==> src/rtl/rtc_timebase_pkg.sv <==
package rtc_timebase_pkg;

   localparam int DIV_SEL_W = 4;

   typedef struct packed {
      logic [DIV_SEL_W-1:0] div_sel;
      logic                 match_mode;
      logic                 pre_wrap;
      logic                 cnt_wrap;
      logic                 dbg_run;
   } tb_cfg_t;

   // divide by 32, prescaler ticks, no wraps, freeze while halted
   localparam tb_cfg_t CFG_RESET = '{
      div_sel:    DIV_SEL_W'(5),
      match_mode: 1'b0,
      pre_wrap:   1'b0,
      cnt_wrap:   1'b0,
      dbg_run:    1'b0
   };

endpackage

==> src/rtl/rtc_prediv.sv <==
module rtc_prediv #(
   parameter int PRE_W = 15,
   parameter int SEL_W = 4
) (
   input  logic             clk,
   input  logic             rst_n,
   input  logic             adv,
   input  logic [SEL_W-1:0] div_sel,
   input  logic             match_mode,
   input  logic             wrap_en,
   input  logic [PRE_W-1:0] cmp_lo,
   input  logic             ld,
   input  logic [PRE_W-1:0] ld_val,
   output logic [PRE_W-1:0] pre_q,
   output logic             main_tick
);

   localparam int MAX_DIV_BITS = (1 << SEL_W) - 1;

   if (PRE_W < MAX_DIV_BITS) begin : g_bad_width
      $error("rtc_prediv: PRE_W too narrow for divider select range");
   end

   logic [PRE_W-1:0] div_mask;
   logic             at_cmp;
   logic             div_hit;

   // thermometer mask: bit i set when selected divide exponent exceeds i
   for (genvar i = 0; i < PRE_W; i++) begin : g_mask
      assign div_mask[i] = (32'(div_sel) > i);
   end

   assign at_cmp   = (pre_q == cmp_lo);
   assign div_hit  = ((pre_q & div_mask) == div_mask);
   assign main_tick = adv && (match_mode ? at_cmp : div_hit);

   always_ff @(posedge clk or negedge rst_n) begin
      if (!rst_n) begin
         pre_q <= '0;
      end else if (ld) begin
         pre_q <= ld_val;
      end else if (adv) begin
         if (wrap_en && at_cmp) pre_q <= '0;
         else                   pre_q <= pre_q + 1'b1;
      end
   end

endmodule

==> src/rtl/rtc_main_cnt.sv <==
module rtc_main_cnt #(
   parameter int CNT_W = 32
) (
   input  logic             clk,
   input  logic             rst_n,
   input  logic             tick,
   input  logic             wrap_en,
   input  logic [CNT_W-1:0] wrap_val,
   input  logic             ld,
   input  logic [CNT_W-1:0] ld_val,
   output logic [CNT_W-1:0] cnt_q
);

   if (CNT_W < 2) begin : g_bad_width
      $error("rtc_main_cnt: CNT_W must be at least 2");
   end

   always_ff @(posedge clk or negedge rst_n) begin
      if (!rst_n) begin
         cnt_q <= '0;
      end else if (ld) begin
         cnt_q <= ld_val;
      end else if (tick) begin
         if (wrap_en && (cnt_q == wrap_val)) cnt_q <= '0;
         else                                cnt_q <= cnt_q + 1'b1;
      end
   end

endmodule

==> src/rtl/rtc_timebase.sv <==
module rtc_timebase
   import rtc_timebase_pkg::*;
#(
   parameter int PRE_W  = 15,
   parameter int CNT_W  = 32,
   parameter int COMB_W = 32
) (
   input  logic                 clk,
   input  logic                 rst_n,
   input  logic                 run_en,
   input  logic                 tick_en,
   input  logic                 dbg_halt,
   input  logic                 cfg_wr,
   input  logic [DIV_SEL_W-1:0] cfg_div_sel,
   input  logic                 cfg_match_mode,
   input  logic                 cfg_pre_wrap,
   input  logic                 cfg_cnt_wrap,
   input  logic                 cfg_dbg_run,
   input  logic [CNT_W-1:0]     cmp0,
   input  logic [CNT_W-1:0]     cmp1,
   input  logic                 pre_ld,
   input  logic [PRE_W-1:0]     pre_ld_val,
   input  logic                 cnt_ld,
   input  logic [CNT_W-1:0]     cnt_ld_val,
   output logic [PRE_W-1:0]     pre_q,
   output logic [CNT_W-1:0]     cnt_q,
   output logic [COMB_W-1:0]    comb_q,
   output logic                 cnt_tick
);

   localparam int HI_W = COMB_W - PRE_W;

   if (HI_W < 1 || HI_W > CNT_W) begin : g_bad_comb
      $error("rtc_timebase: COMB_W inconsistent with PRE_W and CNT_W");
   end
   if (CNT_W < PRE_W) begin : g_bad_cmp
      $error("rtc_timebase: CNT_W must cover the pre-counter compare field");
   end

   tb_cfg_t cfg_q;
   logic    adv;
   logic    main_tick;

   always_ff @(posedge clk or negedge rst_n) begin
      if (!rst_n) begin
         cfg_q <= CFG_RESET;
      end else if (cfg_wr) begin
         cfg_q <= '{
            div_sel:    cfg_div_sel,
            match_mode: cfg_match_mode,
            pre_wrap:   cfg_pre_wrap,
            cnt_wrap:   cfg_cnt_wrap,
            dbg_run:    cfg_dbg_run
         };
      end
   end

   logic cfg_pre_wrap_q;
   logic cfg_cnt_wrap_q;
   logic cfg_dbg_run_q;
   assign cfg_pre_wrap_q = cfg_q.pre_wrap;
   assign cfg_cnt_wrap_q = cfg_q.cnt_wrap;
   assign cfg_dbg_run_q  = cfg_q.dbg_run;

   assign adv = run_en && tick_en && (!dbg_halt || cfg_dbg_run_q);

   rtc_prediv #(
      .PRE_W (PRE_W),
      .SEL_W (DIV_SEL_W)
   ) u_prediv (
      .clk        (clk),
      .rst_n      (rst_n),
      .adv        (adv),
      .div_sel    (cfg_q.div_sel),
      .match_mode (cfg_q.match_mode),
      .wrap_en    (cfg_pre_wrap_q),
      .cmp_lo     (cmp0[PRE_W-1:0]),
      .ld         (pre_ld),
      .ld_val     (pre_ld_val),
      .pre_q      (pre_q),
      .main_tick  (main_tick)
   );

   rtc_main_cnt #(
      .CNT_W (CNT_W)
   ) u_main (
      .clk      (clk),
      .rst_n    (rst_n),
      .tick     (main_tick),
      .wrap_en  (cfg_cnt_wrap_q),
      .wrap_val (cmp1),
      .ld       (cnt_ld),
      .ld_val   (cnt_ld_val),
      .cnt_q    (cnt_q)
   );

   assign cnt_tick = main_tick;
   assign comb_q   = {cnt_q[HI_W-1:0], pre_q};

endmodule

==> config.mk <==
export PLATFORM = sky130hd
export DESIGN_NAME = rtc_timebase
export DESIGN_NICKNAME = d
export VERILOG_FILES = /design/src/rtl/rtc_timebase_pkg.sv /design/src/rtl/rtc_prediv.sv /design/src/rtl/rtc_main_cnt.sv /design/src/rtl/rtc_timebase.sv
export SDC_FILE = /design/constraint.sdc
export NUM_CORES = 1
export LEC_CHECK = 0
export ABC_AREA = 1
export BUFFER_PORTS_ARGS = -buffer_cell sky130_fd_sc_hd__buf_4
export CORE_MARGIN = 10
export CORE_UTILIZATION = 25
export DETAILED_ROUTE_END_ITERATION = 6
export GPL_TIMING_DRIVEN = 0
export HOLD_SLACK_MARGIN = 0.02
export PLACE_DENSITY_LB_ADDON = 0.1
export SKIP_LAST_GASP = 1
export SYNTH_ARGS = -nofsm -noshare
export SYNTH_HDL_FRONTEND = slang
export SYNTH_SLANG_ARGS = --single-unit
==> constraint.sdc <==
create_clock -name clk -period 3.45 [get_ports clk]
set_clock_uncertainty 0.1 [all_clocks]
set_input_delay 0.5175 -clock clk [delete_from_list [all_inputs] [get_ports clk]]
set_output_delay 0.5175 -clock clk [all_outputs]
set_load 0.05 [all_outputs]
==> impl_table.tex <==
\begin{tabular}{lr}
\hline
Metric & Value \\
\hline
\multicolumn{2}{l}{\textbf{Pwr}} \\
P per Cell Area & roughly 400 mW/mm² \\
Post-layout total power & around 2.8 mW \\
IR Drop Worst-Case VDD & a little under 200 µV \\
Total leakage power & between 3 and 4 nW \\
\multicolumn{2}{l}{\textbf{Synthesis}} \\
Top cells by area, synth & sky130\_fd\_sc\_hd\_\_dfrtp\_1, sky130\_fd\_sc\_hd\_\_nand2\_1, sky130\_fd\_sc\_hd\_\_nand3\_1 \\
Share of Yosys cell area claimed by the top area cell type & between 20\% and 30\% \\
Post-Synthesis Cell Area & 0.00513 mm² \\
Number of nets in the synthesized netlist & around 1,000 \\
Ys Warns & 0 \\
Seq/Total Area, Yosys & roughly 27\% \\
Largest area contributor in the synthesized netlist & sky130\_fd\_sc\_hd\_\_dfrtp\_1 \\
Number of cells produced by synthesis & between 800 and 900 \\
Post-synthesis average cell area & roughly 5.9 µm² \\
Yosys reg bits & between 50 and 60 \\
Number of distinct library cells after synthesis & 34 \\
\multicolumn{2}{l}{\textbf{Clock network}} \\
Clk\_lat worst skew & about 0.31 ns \\
TritonCTS clock tree & done \\
Clk pin slew, worst setup/hold paths & 0.09 ns \\
CTS-repair resized insts & 0 \\
Number of hold buffers added after CTS & 0 \\
Number of buffers inserted to repair setup after CTS & 0 \\
Level count of the clock H-tree & 2 \\
Deepest clock path buffer count & 2 \\
Total CTS buffers & 5 \\
Sink count of the clock tree & 55 \\
Clock Root Buffer & sky130\_fd\_sc\_hd\_\_clkbuf\_16 \\
\multicolumn{2}{l}{\textbf{Route}} \\
Routed wire length per instance & roughly 15 µm \\
Initial DRC count & between 300 and 400 \\
Router iterations before antenna repair & 5 \\
Vias after detailed routing & 5,744 \\
Antenna-violating nets left & 0 \\
Detail-routed via count per cell & 4.31 \\
WL final & 20.4 mm \\
Post-route DRC & 0 \\
\multicolumn{2}{l}{\textbf{Finish}} \\
Commonest non-fill, non-tap cell in the layout & sky130\_fd\_sc\_hd\_\_nand2\_1 \\
Leading cell types in the layout, fill and taps excluded & sky130\_fd\_sc\_hd\_\_nand2\_1, sky130\_fd\_sc\_hd\_\_buf\_4, sky130\_fd\_sc\_hd\_\_nand3\_1, sky130\_fd\_sc\_hd\_\_inv\_1, sky130\_fd\_sc\_hd\_\_nor2\_1 \\
Non-filler instance count after layout & about 1,300 \\
Antenna Diode Count & 0 \\
Area overhead of the layout relative to synthesis & 36.8\% \\
Layout Utilization & between 30\% and 40\% \\
Final \#Nets & between 1,000 and 1,500 \\
Post-layout instance area & 0.00701 mm² \\
Fraction of final layout cells sized beyond drive strength 1 & 24.5\% \\
\multicolumn{2}{l}{\textbf{Timing}} \\
Slew Limit Headroom & between 40\% and 50\% \\
Period utilization & between 80\% and 90\% \\
Final WS setup & $\sim$0.55 ns \\
Number of failing setup endpoints in the final timing report & 0 \\
Final-report hold violation count & 0 \\
Worst Tran Pin Value & about 0.76 ns \\
Shortest clock period the worst path allows after layout & approximately 2.9 ns \\
Maximum frequency from static timing analysis & between 300 and 400 MHz \\
RSZ-0062 raised after global routing & no \\
Max-slew violations & 0 \\
Worst-case hold slack & about 0.17 ns \\
Final setup TNS & 0 ns \\
\multicolumn{2}{l}{\textbf{Worst setup path}} \\
Crit. path cell count & 10 \\
Worst-path cell chain & xor2\_1 > nor2\_1 > nand2\_1 > nor2\_1 > nand2\_1 > nand2\_1 > nand3\_4 > buf\_2 > inv\_1 > buf\_4 \\
Kind of critical path & flop to output pin \\
Endpoint arrival time on the critical path & 2.28 ns \\
First element of the critical path & u\_prediv.pre\_q[6]\$\_DFFE\_PN0P\_ \\
FF-to-FF Start & u\_main.cnt\_q[0]\$\_DFFE\_PN0P\_ \\
Sum of buffers and inverters on the critical path & 3 \\
Cells on worst reg2reg path & 11 \\
Data required time at the worst endpoint & 2.83 ns \\
Cell family with most CP delay & simple AND/OR/NAND/NOR gates \\
Crit Reg-Reg Endpoint & u\_main.cnt\_q[24]\$\_DFFE\_PN0P\_ \\
Crit Path Max Fanout & 10 \\
Critical path endpoint category & output pin \\
Most used cell along the critical path & sky130\_fd\_sc\_hd\_\_nand2\_1 \\
Capture point of the worst path & cnt\_tick \\
Crit-path max cell delay & about 0.55 ns \\
Startpoint Class & flop \\
R2R setup slack & around 1.3 ns \\
Slowest cell on crit path & sky130\_fd\_sc\_hd\_\_dfrtp\_1 \\
\multicolumn{2}{l}{\textbf{Floorplanning}} \\
Site row count & 52 \\
Total Die Area & 0.0266 mm² \\
Core ar. & 0.0202 mm² \\
Die Y & about 160 µm \\
Initial core utilization & roughly a quarter \\
I/O pin count & 207 \\
Die outline width & between 150 and 200 µm \\
\multicolumn{2}{l}{\textbf{GRT}} \\
Wire length of the first global-routing pass & approximately 32 mm \\
Vias in the first global route & between 5,000 and 6,000 \\
Total Routing Usage GR & approximately 15\% \\
Number of antenna violations at the first check in global routing & 0 \\
Maximum number of pins on one net before global-route repair & 56 \\
Global-route congestion overflow total & 0 \\
\multicolumn{2}{l}{\textbf{Place}} \\
Count of placed standard cells including taps & 1,324 \\
DP Worst Slack & roughly 0.83 ns \\
PortBufs & roughly 190 \\
Area after detailed placement & between 0.006 and 0.007 mm² \\
DP Wirelength & approximately 16 mm \\
Global placer's final weighted congestion & approximately 0.86 \\
\multicolumn{2}{l}{\textbf{Status}} \\
Outcome & finished, final reports clean \\
\multicolumn{2}{l}{\textbf{Flow run}} \\
Max-capacitance violation count & 0 \\
\multicolumn{2}{l}{\textbf{Min path}} \\
Worst hold-check path type & input port to asynchronous set/reset pin \\
\hline
\end{tabular}
## area by class of cell
cell class	count	area, µm²
flip-flops and latches	55	1380
well taps	270	338
plain buffers	61	403
multi-input cells	644	2940
clock buffers	6	129
fillers	2299	13200
repair buffers	187	1400
inverters	107	402
clock inverters	2	16.3
## logic make-up (layout without fill, tap and decap cells)
| kind of cell | count (synthesis) | in the layout | share of synthesized area [%] |
|---|---|---|---|
| and+or+nand+nor | 564 | 564 | 45.7 |
| adders and majority gates | 2 | 2 | 0.488 |
| DFF | 55 | 55 | 26.9 |
| AOI/OAI and AO/OA | 32 | 32 | 3.32 |
| muxes | 1 | 1 | 0.220 |
| buffers and inverters | 168 | 363 | 15.7 |
| xor gates and xnor gates | 45 | 45 | 7.69 |
## layer usage
layer  vias to the layer above  part of all wire (%)  global-route usage [%]
li1                       3023                     -                       -
met1                      2548                    45                    19.4
met2                       160                    47                    24.4
met3                        13                   6.7                    3.88
met4                         0                   1.1                    3.11
met5                         -                     0                       0
## worst min path at each step
stage                                    start                             end  slack [ns]  cells past startpoint
after floorplan                          rst_n      cfg_cnt_wrap_q$_DFFE_PN0P_        0.12                      0
final                                    rst_n  u_prediv.pre_q[12]$_DFFE_PN0P_        0.17                      1
after detailed placement  cfg_q[4]$_DFFE_PN1P_            cfg_q[4]$_DFFE_PN1P_        0.42                      2
after CTS                                rst_n  u_prediv.pre_q[12]$_DFFE_PN0P_        0.21                      1
after global routing                     rst_n  u_prediv.pre_q[12]$_DFFE_PN0P_        0.23                      1
after global placement    cfg_q[4]$_DFFE_PN1P_            cfg_q[4]$_DFFE_PN1P_        0.41                      2
## state kept, by name, summed over array words and instances, names as in the netlist
name	count
u_main.cnt_q	32
u_prediv.pre_q	15
cfg_q	5
cfg_cnt_wrap_q	1
cfg_dbg_run_q	1
cfg_pre_wrap_q	1
## cell usage after synthesis, drive strengths merged
cell	count
nand2	347
nand3	113
inv	104
nor2	85
dfrtp	53
buf	50
xor2	31
o21ai	25
xnor2	14
clkbuf	11
nor3	8
nand4	6
a21oi	3
clkinv	3
dfstp	2
ha	2
o211ai	2
or2	2
and3	1
mux2	1
nand3b	1
nor3b	1
o22ai	1
o41ai	1
## power breakdown
group          internal [mW]  switching (mW)  leakage [nW]
Clock                  0.274           0.277        0.0675
Sequential             0.727           0.173         0.674
Combinational          0.496           0.881          3.12
Total                   1.50            1.33          3.86
No activity file was read; power rests on OpenSTA's default activity.
